--- src/rtl/evc_pkg.sv ---
package evc_pkg;

  // Per-counter strobes issued by the control module
  typedef struct packed {
    logic snap;     // copy live to hold, restart live
    logic clrLive;  // live read: restart live
    logic clrHold;  // held read: clear hold
  } cellCmd_t;

  // Read-path strobes
  typedef struct packed {
    logic rdEn;
    logic rdStat;
    logic useHold;
  } rdCmd_t;

endpackage

--- src/rtl/evc_ctrl.sv ---
module evc_ctrl
  import evc_pkg::*;
#(
  parameter int NUM_CNT = 4,
  parameter int SEL_W   = $clog2(NUM_CNT + 1)
) (
  input  logic             oneSecStrobe,
  input  logic             latchEnable,
  input  logic             rdStrobe,
  input  logic             rdStatus,
  input  logic [SEL_W-1:0] rdSel,
  output cellCmd_t         cellCmd [NUM_CNT+1],
  output rdCmd_t           rdCmd
);

  localparam int TOTAL  = NUM_CNT + 1;
  localparam int CV_IDX = NUM_CNT;

  for (genvar i = 0; i < TOTAL; i++) begin : g_cmd
    logic latchOn;
    logic picked;
    // the code-violation counter always runs in interval mode
    if (i == CV_IDX) begin : g_cv
      assign latchOn = 1'b1;
    end else begin : g_gen
      assign latchOn = latchEnable;
    end
    assign picked             = rdStrobe && !rdStatus && (rdSel == SEL_W'(i));
    assign cellCmd[i].snap    = oneSecStrobe && latchOn;
    assign cellCmd[i].clrLive = picked && !latchOn;
    assign cellCmd[i].clrHold = picked && latchOn;
  end

  always_comb begin
    rdCmd.rdEn    = rdStrobe;
    rdCmd.rdStat  = rdStatus;
    rdCmd.useHold = latchEnable || (rdSel == SEL_W'(CV_IDX));
  end

endmodule

--- src/rtl/evc_cell.sv ---
module evc_cell
  import evc_pkg::*;
#(
  parameter int CNT_W = 16
) (
  input  logic             clk,
  input  logic             rstN,
  input  logic             evt,
  input  logic             intEn,
  input  cellCmd_t         cmd,
  output logic [CNT_W-1:0] liveCnt,
  output logic [CNT_W-1:0] holdCnt,
  output logic             ovflPulse
);

  localparam logic [CNT_W-1:0] MAX_VAL = '1;
  localparam logic [CNT_W-1:0] ONE     = CNT_W'(1);

  logic [CNT_W-1:0] nextLive;
  logic [CNT_W-1:0] nextHold;

  always_comb begin
    nextLive  = liveCnt;
    ovflPulse = 1'b0;
    if (cmd.snap || cmd.clrLive) begin
      // new interval: a coincident event is its first count
      nextLive = evt ? ONE : '0;
    end else if (evt) begin
      if (liveCnt == MAX_VAL) begin
        if (intEn) begin
          nextLive  = '0;
          ovflPulse = 1'b1;
        end
      end else begin
        nextLive = liveCnt + ONE;
      end
    end
  end

  always_comb begin
    nextHold = holdCnt;
    if (cmd.snap)         nextHold = liveCnt;
    else if (cmd.clrHold) nextHold = '0;
  end

  always_ff @(posedge clk) begin
    if (!rstN) begin
      liveCnt <= '0;
      holdCnt <= '0;
    end else begin
      liveCnt <= nextLive;
      holdCnt <= nextHold;
    end
  end

  // a saturated counter without interrupt enable stays put
  a_r3_saturate: assert property (@(posedge clk) disable iff (!rstN)
    (liveCnt == MAX_VAL && !intEn && !cmd.snap && !cmd.clrLive) |=> liveCnt == MAX_VAL);

  // an enabled counter wraps to zero
  a_r2_wrap: assert property (@(posedge clk) disable iff (!rstN)
    (liveCnt == MAX_VAL && intEn && evt && !cmd.snap && !cmd.clrLive) |=> liveCnt == '0);

  // the strobe captures the live count
  a_r4_snap: assert property (@(posedge clk) disable iff (!rstN)
    cmd.snap |=> holdCnt == $past(liveCnt));

  // a coincident event lands in the new interval
  a_r9_new_interval: assert property (@(posedge clk) disable iff (!rstN)
    (cmd.snap && evt) |=> liveCnt == ONE);

  // a held read clears the hold
  a_r6_hold_clear: assert property (@(posedge clk) disable iff (!rstN)
    (cmd.clrHold && !cmd.snap) |=> holdCnt == '0);

endmodule

--- src/rtl/evc_datapath.sv ---
module evc_datapath
  import evc_pkg::*;
#(
  parameter int NUM_CNT = 4,
  parameter int CNT_W   = 16,
  parameter int SEL_W   = $clog2(NUM_CNT + 1)
) (
  input  logic               clk,
  input  logic               rstN,
  input  logic [NUM_CNT:0]   evtPulse,
  input  logic [NUM_CNT:0]   ovflIntEn,
  input  cellCmd_t           cellCmd [NUM_CNT+1],
  input  rdCmd_t             rdCmd,
  input  logic [SEL_W-1:0]   rdSel,
  output logic [CNT_W-1:0]   rdData,
  output logic               ovflIrq
);

  localparam int TOTAL = NUM_CNT + 1;

  logic [CNT_W-1:0] liveArr [TOTAL];
  logic [CNT_W-1:0] holdArr [TOTAL];
  logic [TOTAL-1:0] ovflPulse;
  logic [TOTAL-1:0] statusReg;
  logic [CNT_W-1:0] rdMux;
  logic             statusRead;

  for (genvar i = 0; i < TOTAL; i++) begin : g_cell
    evc_cell #(.CNT_W(CNT_W)) u_cell (
      .clk       (clk),
      .rstN      (rstN),
      .evt       (evtPulse[i]),
      .intEn     (ovflIntEn[i]),
      .cmd       (cellCmd[i]),
      .liveCnt   (liveArr[i]),
      .holdCnt   (holdArr[i]),
      .ovflPulse (ovflPulse[i])
    );
  end

  assign statusRead = rdCmd.rdEn && rdCmd.rdStat;

  // set wins over the clear of a status read
  always_ff @(posedge clk) begin
    if (!rstN) statusReg <= '0;
    else       statusReg <= (statusRead ? '0 : statusReg) | ovflPulse;
  end

  assign ovflIrq = |(statusReg & ovflIntEn);

  always_comb begin
    rdMux = '0;
    if (rdCmd.rdStat) begin
      rdMux = CNT_W'(statusReg);
    end else begin
      for (int i = 0; i < TOTAL; i++) begin
        if (rdSel == SEL_W'(i)) rdMux = rdCmd.useHold ? holdArr[i] : liveArr[i];
      end
    end
  end

  always_ff @(posedge clk) begin
    if (!rstN)          rdData <= '0;
    else if (rdCmd.rdEn) rdData <= rdMux;
  end

  // status read with no new overflow leaves the register empty
  a_r7_status_clear: assert property (@(posedge clk) disable iff (!rstN)
    (statusRead && ovflPulse == '0) |=> statusReg == '0);

  // status bits are sticky between status reads
  a_r7_sticky: assert property (@(posedge clk) disable iff (!rstN)
    !statusRead |=> (statusReg & $past(statusReg)) == $past(statusReg));

  for (genvar i = 0; i < TOTAL; i++) begin : g_chk
    // every wrap is recorded
    a_r2_status_set: assert property (@(posedge clk) disable iff (!rstN)
      ovflPulse[i] |=> statusReg[i]);
  end

  initial begin
    a_r7_fits: assert (TOTAL <= CNT_W);
  end

endmodule

--- src/rtl/line_evt_counters.sv ---
module line_evt_counters
  import evc_pkg::*;
#(
  parameter int NUM_CNT = 4,
  parameter int CNT_W   = 16
) (
  input  logic                         clk,
  input  logic                         rstN,
  input  logic [NUM_CNT:0]             evtPulse,
  input  logic                         oneSecStrobe,
  input  logic                         latchEnable,
  input  logic [NUM_CNT:0]             ovflIntEn,
  input  logic                         rdStrobe,
  input  logic                         rdStatus,
  input  logic [$clog2(NUM_CNT+1)-1:0] rdSel,
  output logic [CNT_W-1:0]             rdData,
  output logic                         ovflIrq
);

  localparam int TOTAL = NUM_CNT + 1;
  localparam int SEL_W = $clog2(TOTAL);

  cellCmd_t cellCmd [TOTAL];
  rdCmd_t   rdCmd;

  evc_ctrl #(.NUM_CNT(NUM_CNT), .SEL_W(SEL_W)) u_ctrl (
    .oneSecStrobe (oneSecStrobe),
    .latchEnable  (latchEnable),
    .rdStrobe     (rdStrobe),
    .rdStatus     (rdStatus),
    .rdSel        (rdSel),
    .cellCmd      (cellCmd),
    .rdCmd        (rdCmd)
  );

  evc_datapath #(.NUM_CNT(NUM_CNT), .CNT_W(CNT_W), .SEL_W(SEL_W)) u_dp (
    .clk       (clk),
    .rstN      (rstN),
    .evtPulse  (evtPulse),
    .ovflIntEn (ovflIntEn),
    .cellCmd   (cellCmd),
    .rdCmd     (rdCmd),
    .rdSel     (rdSel),
    .rdData    (rdData),
    .ovflIrq   (ovflIrq)
  );

endmodule

--- config.mk ---
export PLATFORM = sky130hd
export DESIGN_NAME = line_evt_counters
export DESIGN_NICKNAME = d
export VERILOG_FILES = /design/src/rtl/evc_pkg.sv /design/src/rtl/evc_ctrl.sv /design/src/rtl/evc_cell.sv /design/src/rtl/evc_datapath.sv /design/src/rtl/line_evt_counters.sv
export SDC_FILE = /design/constraint.sdc
export NUM_CORES = 1
export LEC_CHECK = 0
export BUFFER_PORTS_ARGS = -buffer_cell sky130_fd_sc_hd__buf_2
export CORE_AREA = 2 2 195 197
export DETAILED_ROUTE_END_ITERATION = 8
export DIE_AREA = 0 0 197 199
export PLACE_DENSITY = 0.36
export SLEW_MARGIN = 30
export SYNTH_ARGS = -nofsm -noshare
export SYNTH_HDL_FRONTEND = slang
export SYNTH_SLANG_ARGS = --single-unit
--- constraint.sdc ---
create_clock -name clk -period 2.6 [get_ports clk]
set_clock_uncertainty 0.2 [all_clocks]
set_input_delay 0.39 -clock clk [delete_from_list [all_inputs] [get_ports clk]]
set_output_delay 0.39 -clock clk [all_outputs]
set_load 0.005 [all_outputs]
# Word level (Yosys, flattened, before mapping)
# Cells that the tools add are included.
[word_totals] inputBits=19 register_bits=181 wordCells=140
[classes] muxes=67 reduce_logical=40 n_bitwise=2 eq_ne=14 addsub=5
[op_table] op="two-way mux 16 bit" n=41
[op_table] op="adder 16 x 1 -> 16 bit (second input constant)" n=5
[op_table] op="== test 16 bit (second input constant)" n=5
[op_table] op="two-way mux 1 bit" n=25
[op_table] op="nonzero test 2 bit" n=10
[op_table] op="logical AND 1 bit" n=16
[op_table] op="inequality test 3 bit (second input constant)" n=5
[op_table] op="AND reduction 2 bit" n=5
[op_table] op="== test 3 x 2 -> 1 bit (second input constant)" n=2
[op_table] op="AND 5 bit" n=1
[op_table] op="logical OR 1 bit" n=5
[op_table] op="two-way mux 5 bit" n=1
[op_table] op="OR 5 bit" n=1
[op_table] op="OR reduction 5 bit" n=1
[op_table] op="== test 3 x 1 -> 1 bit (second input constant)" n=1
[op_table] op="== test 3 bit (second input constant)" n=1
[op_table] op="logical NOT 3 bit" n=1
[op_table] op="logical NOT 1 bit" n=2

# Logic depth before layout (Yosys ltp)
# Gate-level depths: netlist of the first run.
[depth] ltp_word=9 mapped_depth=8 depth_no_buf=6

# By module
# Synthesis of the first run repeated with hierarchy kept, for this count alone.
[hier_totals] hier_cells=1248 hier_area_um2=10702.8
[modules_own_cells] mod="evc_cell" n_inst=5 area_per_inst_um2=1635.3 seq_area_each_um2=640.6 cells_per_inst=189
[modules_own_cells] mod="evc_datapath" n_inst=1 area_per_inst_um2=2356.0 seq_area_each_um2=420.4 cells_per_inst=277
[modules_own_cells] mod="evc_ctrl" n_inst=1 area_per_inst_um2=170.2 seq_area_each_um2=0.0 cells_per_inst=26

# Worst setup path before layout of the first run
# OpenSTA, ideal clock, no wires.
[synth_path] path_kind="register to register" startpoint="reg u_dp.g_cell[4].u_cell.liveCnt[0]" endpoint="reg u_dp.g_cell[4].u_cell.liveCnt[11]" path_stages_with_launch=8 setup_slack_ns=0.374 required_time_ns=2.284 synth_period_minus_slack_ns=2.226 arrival_ns=1.910 path_cell_list="dfxtp_1 ha_1 nand4_1 or4_1 a21oi_2 buf_4 nor2_1 a31o_2"
[synth_via] elab_chain_len=4 elab_cells_between_ends=7 classes_between="add/sub: 1; eq/ne: 2; mux: 3; reduce/logical: 1"
[synth_lines] item="from (decl)" line_no="evc_cell.sv:11" rtl="output logic [CNT_W-1:0] liveCnt,"
[synth_lines] item="from (signal assigned)" line_no="evc_cell.sv:51" rtl="liveCnt <= nextLive;"
[synth_lines] item="adder 16 x 1 -> 16 bit or == test 16 bit (tied branches)" line_no="evc_cell.sv:35, evc_cell.sv:29"
[synth_lines] item="two-way mux 16 bit" line_no="evc_cell.sv:29" rtl="if (liveCnt == MAX_VAL) begin"
[synth_lines] item="two-way mux 16 bit" line_no="evc_cell.sv:28" rtl="end else if (evt) begin"
[synth_lines] item="two-way mux 16 bit" line_no="evc_cell.sv:25" rtl="if (cmd.snap || cmd.clrLive) begin"
# Parallel ways exist; a longest one is shown, timed or not. The select of a mux whose other input is x is not followed.
# A chain may end at the register's enable or synchronous reset.

# Final worst setup path of the first run
[layout_path] startpoint="reg u_dp.g_cell[4].u_cell.liveCnt[0]" endpoint="reg u_dp.g_cell[4].u_cell.liveCnt[6]"
# The elaborated chain is that of the path after synthesis.

==> impl_metrics.env, run 1 <==
export IMPL_end_kind="flop"
export IMPL_syn_inst=1092
export IMPL_clock_fmax_mhz=423
export IMPL_post_dp_cell_area_mm2=0.0105
export IMPL_cts_setup_buffers=0
export IMPL_numCtsBuffers=17
export IMPL_syn_nets=1116
export IMPL_ff2ff_setup_slack_ns=0.23
export IMPL_io_pin_count=36
export IMPL_period_share_pct=91.0
export IMPL_globalplace_congestion=0.849
export IMPL_core_area_mm2=0.0371
export IMPL_synthToLayoutAreaGrowth_pct=20.3
export IMPL_r2r_end="u_dp.g_cell[4].u_cell.liveCnt[6]$_SDFFE_PN0P_"
export IMPL_grt_max_degree=58
export IMPL_dieArea_mm2=0.0392
export IMPL_ys_seq_area_share_pct=39.3
export IMPL_crit_end="u_dp.g_cell[4].u_cell.liveCnt[6]$_SDFFE_PN0P_"
export IMPL_drcViolationCount=0
export IMPL_cts_tree="built"
export IMPL_synth_edf_count=0
export IMPL_cp_startpoint="u_dp.g_cell[4].u_cell.liveCnt[0]$_SDFFE_PN0P_"
export IMPL_rr_startpoint="u_dp.g_cell[4].u_cell.liveCnt[0]$_SDFFE_PN0P_"
export IMPL_design_area_mm2=0.0111
export IMPL_power_mw=6.04
export IMPL_grt_pass1_wl_um=52800
export IMPL_start_util_pct=24.8
export IMPL_worstPathRequired_ns=2.73
export IMPL_via_count=8764
export IMPL_portBuffers=35
export IMPL_setup_slack_ns=0.234
export IMPL_rr_worst_depth=7
export IMPL_startpoint_type="flop"
export IMPL_hold_viol_final=0
export IMPL_seqCellArea_mm2=0.00362
export IMPL_overflow=0
export IMPL_leakage_nw=3.98
export IMPL_ys_async_sr_fraction_pct=0
export IMPL_grt_setup_unrepaired="no"
export IMPL_crit_arrival_ns=2.50
export IMPL_dr_pass1_iters=5
export IMPL_die_w_um=197
export IMPL_setup_tns_ns=0
export IMPL_ys_types=77
export IMPL_antenna_found_initial=0
export IMPL_synth_top_flop_cell="dfxtp_1"
export IMPL_final_cell_mix="dfxtp_1 (181), nor2_1 (113), buf_4 (103), nand2_1 (81), a22oi_1 (73)"
export IMPL_worstSetupPathType="reg2reg"
export IMPL_min_path_cells=3
export IMPL_nets=1201
export IMPL_pre_cts_ws_ns=0.0661
export IMPL_grt_use_total_pct=17.9
export IMPL_slew_headroom_pct=42.6
export IMPL_cts_root_buffer="clkbuf_16"
export IMPL_wirelength_um=34500
export IMPL_fp_dieH_um=199
export IMPL_setup_viol=0
export IMPL_final_common_cell="dfxtp_1"
export IMPL_via_per_inst=5.27
export IMPL_ys_ff_latch=181
export IMPL_n_fill_cell=4022
export IMPL_insertedDiodeCount=0
export IMPL_ant_nets=0
export IMPL_hold_class="in2reg"
export IMPL_cts_htree_levels=4
export IMPL_max_vdd_ir_drop_mv=0.452
export IMPL_avgSynthCellArea_um2=8.43
export IMPL_core_rowCount=71
export IMPL_dpl_hpwl_um=25800
export IMPL_cap_violations=0
export IMPL_fin_crit_ns=2.37
export IMPL_clk_latency_ns=0.45
export IMPL_drt_iter0_drc=560
export IMPL_multi_input_area_mm2=0.00524
export IMPL_p_per_area_mw_per_mm2=545
export IMPL_cts_num_sinks=181
export IMPL_yosysWarnings=0
export IMPL_status="finished clean"
export IMPL_drive_gt1_share_pct=17.7
export IMPL_worst_pin_slew_ns=0.854
export IMPL_cts_max_path_buffers=2
export IMPL_syn_cell_area_mm2=0.00921
export IMPL_clkSlewWorstSetupHoldPaths_ns=0.08
export IMPL_grt_pass1_vias=8393
export IMPL_wl_per_cell_um=20.7
export IMPL_maxSlewViolCount=0
export IMPL_critPathMaxFanout=13
==> area by class of cell <==
| cell class | count | share of cell area, % |
|---|---|---|
| clock buffers | 21 | 4.25 |
| repair buffers | 139 | 8.74 |
| clock inverters | 10 | 1.10 |
| multi-input cells | 822 | 47.3 |
| inverters | 16 | 0.553 |
| flip-flops and latches | 181 | 32.7 |
| well taps | 474 | 5.35 |
==> metal layers <==
metal	vias up	global-route usage, %	share of wire (%)
li1	4315	-	-
met1	4253	25.4	51
met2	171	27.5	43
met3	25	3.56	4.0
met4	0	5.35	2.0
met5	-	0	0
==> what timing repair did <==
action / CTS / global route
setup endpoints to repair: 0 / 6
gates resized for setup: 0 / 3
hold buffers: 0 / 0
==> logic make-up after synthesis <==
| logic type | count (synthesis) | share of synthesized area (%) |
|---|---|---|
| simple gates | 401 | 22.2 |
| compound gates | 346 | 26.2 |
| flops | 181 | 39.3 |
| buf+inv | 89 | 4.02 |
| mux | 58 | 6.40 |
| xor+xnor | 12 | 1.14 |
| fa+ha+maj | 5 | 0.679 |
==> report_power, final <==
group          total [mW]  switching, mW  internal [mW]
combinational       0.517          0.348          0.169
sequential           2.81         0.0183           2.79
clock                2.71           1.22           1.50
==> worst min path at each step <==
stage | start | end | slack, ns
final | evtPulse[0] | u_dp.g_cell[0].u_cell.liveCnt[0]$_SDFFE_PN0P_ | 0.09
after global routing | rstN | u_dp.statusReg[4]$_SDFF_PN0_ | 0.10
after CTS | evtPulse[0] | u_dp.g_cell[0].u_cell.liveCnt[0]$_SDFFE_PN0P_ | 0.07
after detailed placement | u_dp.g_cell[4].u_cell.holdCnt[0]$_SDFFE_PN0P_ | u_dp.g_cell[4].u_cell.holdCnt[0]$_SDFFE_PN0P_ | 0.27
after global placement | u_dp.statusReg[1]$_SDFF_PN0_ | u_dp.statusReg[1]$_SDFF_PN0_ | 0.26
after floorplan | u_dp.statusReg[3]$_SDFF_PN0_ | u_dp.statusReg[3]$_SDFF_PN0_ | 0.24
==> registers in the layout, summed over array words and instances, names as in the netlist <==
register,cells
u_dp.g_cell.u_cell.liveCnt,80
u_dp.g_cell.u_cell.holdCnt,80
u_dp.rdData,16
u_dp.statusReg,5
==> synth_stat cells (5+ instances only) <==
cell type    n  share of area [%]
o221a_2      9                1.1
or4_1       15                1.2
nand4_1     24                1.6
xnor2_1      5               0.48
o22ai_1     17                1.2
buf_1        6               0.24
nand3_1     49                2.7
buf_2       17               0.92
and4_1       5               0.48
or3b_1       5               0.48
o21ai_0     58                3.2
xor2_1       7               0.67
and2_1       6               0.41
o22a_1       6               0.57
or3_1       23                1.6
mux2_2       7               0.86
nor2_1     113                4.6
o31ai_1     14                1.1
a22o_1       7               0.67
a21oi_1     65                3.5
o21a_1       5               0.41
a211o_1      9               0.86
a32oi_1      5               0.48
a22oi_1     73                6.0
nand2_1     81                3.3
a31o_2       5               0.48
o211ai_1    15                1.2
nor4_1       9               0.61
nor3_1      16               0.87
mux2i_1     51                5.5
and3_1      15                1.0
nand2b_1    16                1.1
clkbuf_1    47                1.9
ha_1         5               0.68
inv_1       15               0.61
a31oi_1      6               0.41
dfxtp_1    181                 39
==> metrics by stage <==
step | utilization (%) | hold WS, ns | cells
after floorplan | - | 0.244 | 1092
after global placement | 28.2 | 0.260 | 1632
after detailed placement | 28.2 | 0.268 | 1632
after CTS | 29.8 | 0.0693 | 1663
after global routing | 29.8 | 0.104 | 1663
final | 29.8 | 0.0882 | 1663
==> worst max-delay path, cell delays in order (launching register included) <==
cell	delay, ns
dfxtp_1	0.41
ha_2	0.24
nand4_1	0.17
or4_1	0.61
a21oi_4	0.23
buf_4	0.20
or3_1	0.12
a21oi_1	0.06
Note: power is estimated with default switching activity, not from simulation.
==> inputs of run 2 (changes only) <==
--- a/config.mk
+++ b/config.mk
@@ -6,11 +6,12 @@
 export NUM_CORES = 1
 export LEC_CHECK = 0
 export BUFFER_PORTS_ARGS = -buffer_cell sky130_fd_sc_hd__buf_2
-export CORE_AREA = 2 2 195 197
+export CORE_AREA = 2 2 210 212
 export DETAILED_ROUTE_END_ITERATION = 8
-export DIE_AREA = 0 0 197 199
+export DIE_AREA = 0 0 212 214
 export PLACE_DENSITY = 0.36
 export SLEW_MARGIN = 30
 export SYNTH_ARGS = -nofsm -noshare
 export SYNTH_HDL_FRONTEND = slang
+export SYNTH_HIERARCHICAL = 1
 export SYNTH_SLANG_ARGS = --single-unit
==> run 2 against run 1 <==
  * The run now ends with DRC left
  * Non-clock buffer count grew 1
  * Critical endpoint is now u_dp/g_cell[0].u_cell/liveCnt[13]$_SDFFE_PN0P_
  * Synthesized cell count grew 14%
  * Worst hold slack gained 0.00079 ns
  * Die area grew 16%
  * First-iteration DRC count grew 28%
  * Final cell count grew 14%
  * Flip-flop and latch count is the same
  * Wire length grew 8.9%
==> impl_metrics.env, run 2 <==
export IMPL_status="finished, violations left"
export IMPL_failed_checks="DRC"
export IMPL_busiest_layer="met2"
export IMPL_fin_crit_ns=2.23
export IMPL_hold_viol_final=0
export IMPL_multi_input_area_mm2=0.00651
export IMPL_grt_pass1_wl_um=57600
export IMPL_syn_inst=1248
export IMPL_synth_edf_count=0
export IMPL_dpl_hpwl_um=27800
export IMPL_slew_headroom_pct=50.7
export IMPL_clk_latency_ns=0.49
export IMPL_setup_viol=0
export IMPL_gr_usage_met1_pct=23.6
export IMPL_worstSetupPathType="reg2reg"
export IMPL_maxSlewViolCount=0
export IMPL_cts_htree_levels=4
export IMPL_ys_top_cells_by_area="dfxtp_1 (34%), a21oi_1 (6.6%), mux2i_1 (6.4%), nor3b_1 (5.6%), nor2b_1 (5.0%)"
export IMPL_placed_cells=1869
export IMPL_synth_most_common_cell="dfxtp_1"
export IMPL_leakage_nw=4.39
export IMPL_power_mw=6.18
export IMPL_core_area_mm2=0.0429
export IMPL_ys_async_sr_fraction_pct=0
export IMPL_antenna_found_initial=3
export IMPL_synthTopCellsByCount="dfxtp_1 (181), a21oi_1 (142), nor2b_1 (86)"
export IMPL_grt_setup_unrepaired="no"
export IMPL_via_count=9599
export IMPL_grt_pass1_vias=9163
export IMPL_ys_seq_area_share_pct=33.9
export IMPL_ys_types=64
export IMPL_via_per_inst=5.05
export IMPL_setup_slack_ns=0.371
export IMPL_layout_cells_non_filler=1900
export IMPL_drt_iter0_drc=714
export IMPL_cts_setup_buffers=0
export IMPL_nets=1327
export IMPL_overflow=0
export IMPL_wirelength_um=37500
export IMPL_use_met3_pct=3.72
export IMPL_final_common_cell="dfxtp_1"
export IMPL_dr_pass1_iters=9
export IMPL_ctsHoldBuffers=0
export IMPL_drive_gt1_share_pct=17.1
export IMPL_cts_root_buffer="clkbuf_16"
export IMPL_syn_nets=1272
export IMPL_core_rowCount=76
export IMPL_clkSlewWorstSetupHoldPaths_ns=0.07
export IMPL_final_cell_mix="dfxtp_1 (181), a21oi_1 (142), buf_4 (104), nor2b_1 (86), nor3b_1 (80)"
export IMPL_cts_tree="built"
export IMPL_synth_top_cell_area_share_pct=33.9
export IMPL_yosysWarnings=6
export IMPL_postCtsResizedCells=0
export IMPL_p_per_area_mw_per_mm2=494
export IMPL_n_fill_cell=4607
export IMPL_worst_pin_slew_ns=0.731
export IMPL_hold_class="in2reg"
export IMPL_start_util_pct=25.0
export IMPL_period_share_pct=85.7
export IMPL_startpoint_type="flop"
export IMPL_crit_arrival_ns=2.40
export IMPL_dieArea_mm2=0.0454
export IMPL_cts_num_sinks=181
export IMPL_grt_use_total_pct=16.9
export IMPL_syn_cell_area_mm2=0.0107
export IMPL_seqCellArea_mm2=0.00362
export IMPL_synth_top_area_cell="dfxtp_1"
export IMPL_die_w_um=212
export IMPL_critPathMaxFanout=7
export IMPL_fp_dieH_um=214
export IMPL_synth_top_flop_cell="dfxtp_1"
export IMPL_numCtsBuffers=17
export IMPL_pre_cts_ws_ns=0.0665
export IMPL_end_kind="flop"
export IMPL_cts_max_path_buffers=2
export IMPL_globalplace_congestion=0.799
export IMPL_portBuffers=35
export IMPL_grt_met2_usage_pct=25.7
export IMPL_grt_max_degree=42
export IMPL_ys_ff_latch=181
export IMPL_avgSynthCellArea_um2=8.58
export IMPL_cap_violations=0
export IMPL_biggestRegsByFlops="u_dp/g_cell.u_cell/holdCnt: 80 flops, u_dp/g_cell.u_cell/liveCnt: 80 flops, u_dp/rdData: 16 flops"
export IMPL_clock_fmax_mhz=449
export IMPL_io_pin_count=36
export IMPL_worstPathRequired_ns=2.77
export IMPL_synthToLayoutAreaGrowth_pct=16.8
export IMPL_wl_per_cell_um=19.8
export IMPL_drcViolationCount=3
export IMPL_ant_nets=0
export IMPL_setup_tns_ns=0
export IMPL_max_vdd_ir_drop_mv=0.357
-- run 2: cell types whose count changed after synthesis, sizes merged, moves of 17 or more --
cell and delta:
nor3b +75, clkbuf +18, a21boi +18, mux2i +17, nor2b +84, a22oi -56, a21oi +76, nor2 -55
-- run 2: cell families after synthesis --
| family | after synthesis | synth area share [%] |
|---|---|---|
| flops | 181 | 33.9 |
| compound gates | 353 | 21.5 |
| mux | 84 | 8.15 |
| other cells | 1 | 0.0350 |
| simple gates | 509 | 30.5 |
| buf+inv | 115 | 5.39 |
| fa+ha+maj | 5 | 0.585 |
-- run 2: routing by layer --
layer  part of all wire (%)  vias up
met3                    3.5       35
met1                     49     4622
met5                  0.093        -
met4                    1.7        6
met2                     45      160
li1                       -     4776
-- run 2: worst max-delay path, stage by stage (launching register included) --
cell	delay [ns]
dfxtp_1	0.47
ha_1	0.31
nand3_1	0.20
o41ai_1	0.66
or4_1	0.21
o21ai_0	0.07
-- run 2: worst paths after layout --
check / slack, ns / cells past startpoint / start / end
worst min-delay path: 0.09 / 3 / evtPulse[3] / u_dp/g_cell[3].u_cell/liveCnt[0]$_SDFFE_PN0P_
worst min register to register: 0.34 / 2 / u_dp/statusReg[2]$_SDFF_PN0_ / u_dp/statusReg[2]$_SDFF_PN0_
worst max-delay path: 0.37 / 5 / u_dp/g_cell[0].u_cell/liveCnt[1]$_SDFFE_PN0P_ / u_dp/g_cell[0].u_cell/liveCnt[13]$_SDFFE_PN0P_
worst max register to register: 0.37 / 5 / u_dp/g_cell[0].u_cell/liveCnt[1]$_SDFFE_PN0P_ / u_dp/g_cell[0].u_cell/liveCnt[13]$_SDFFE_PN0P_
-- run 2: area by class of cell --
class	count	area share [%]
flip-flops and latches	181	29.0
repair buffers	140	7.92
multi-input cells	952	52.1
clock inverters	13	1.42
well taps	585	5.85
clock buffers	17	3.40
inverters	11	0.330
diodes	1	0.0200
-- run 2: power by group --
group / internal [mW] / switching [mW] / total [mW]
registers: 2.79 / 0.0176 / 2.81
logic: 0.200 / 0.348 / 0.548
clock network: 1.52 / 1.30 / 2.82
-- run 2: per-stage QoR --
stage	instance area [µm²]	util, %	hold WS (ns)
detailed placement	11900	27.7	0.332
finish	12500	29.2	0.0890
global route	12500	29.2	0.0840
CTS	12500	29.2	0.0507
global placement	11900	27.7	0.332
floorplan	10700	-	0.277
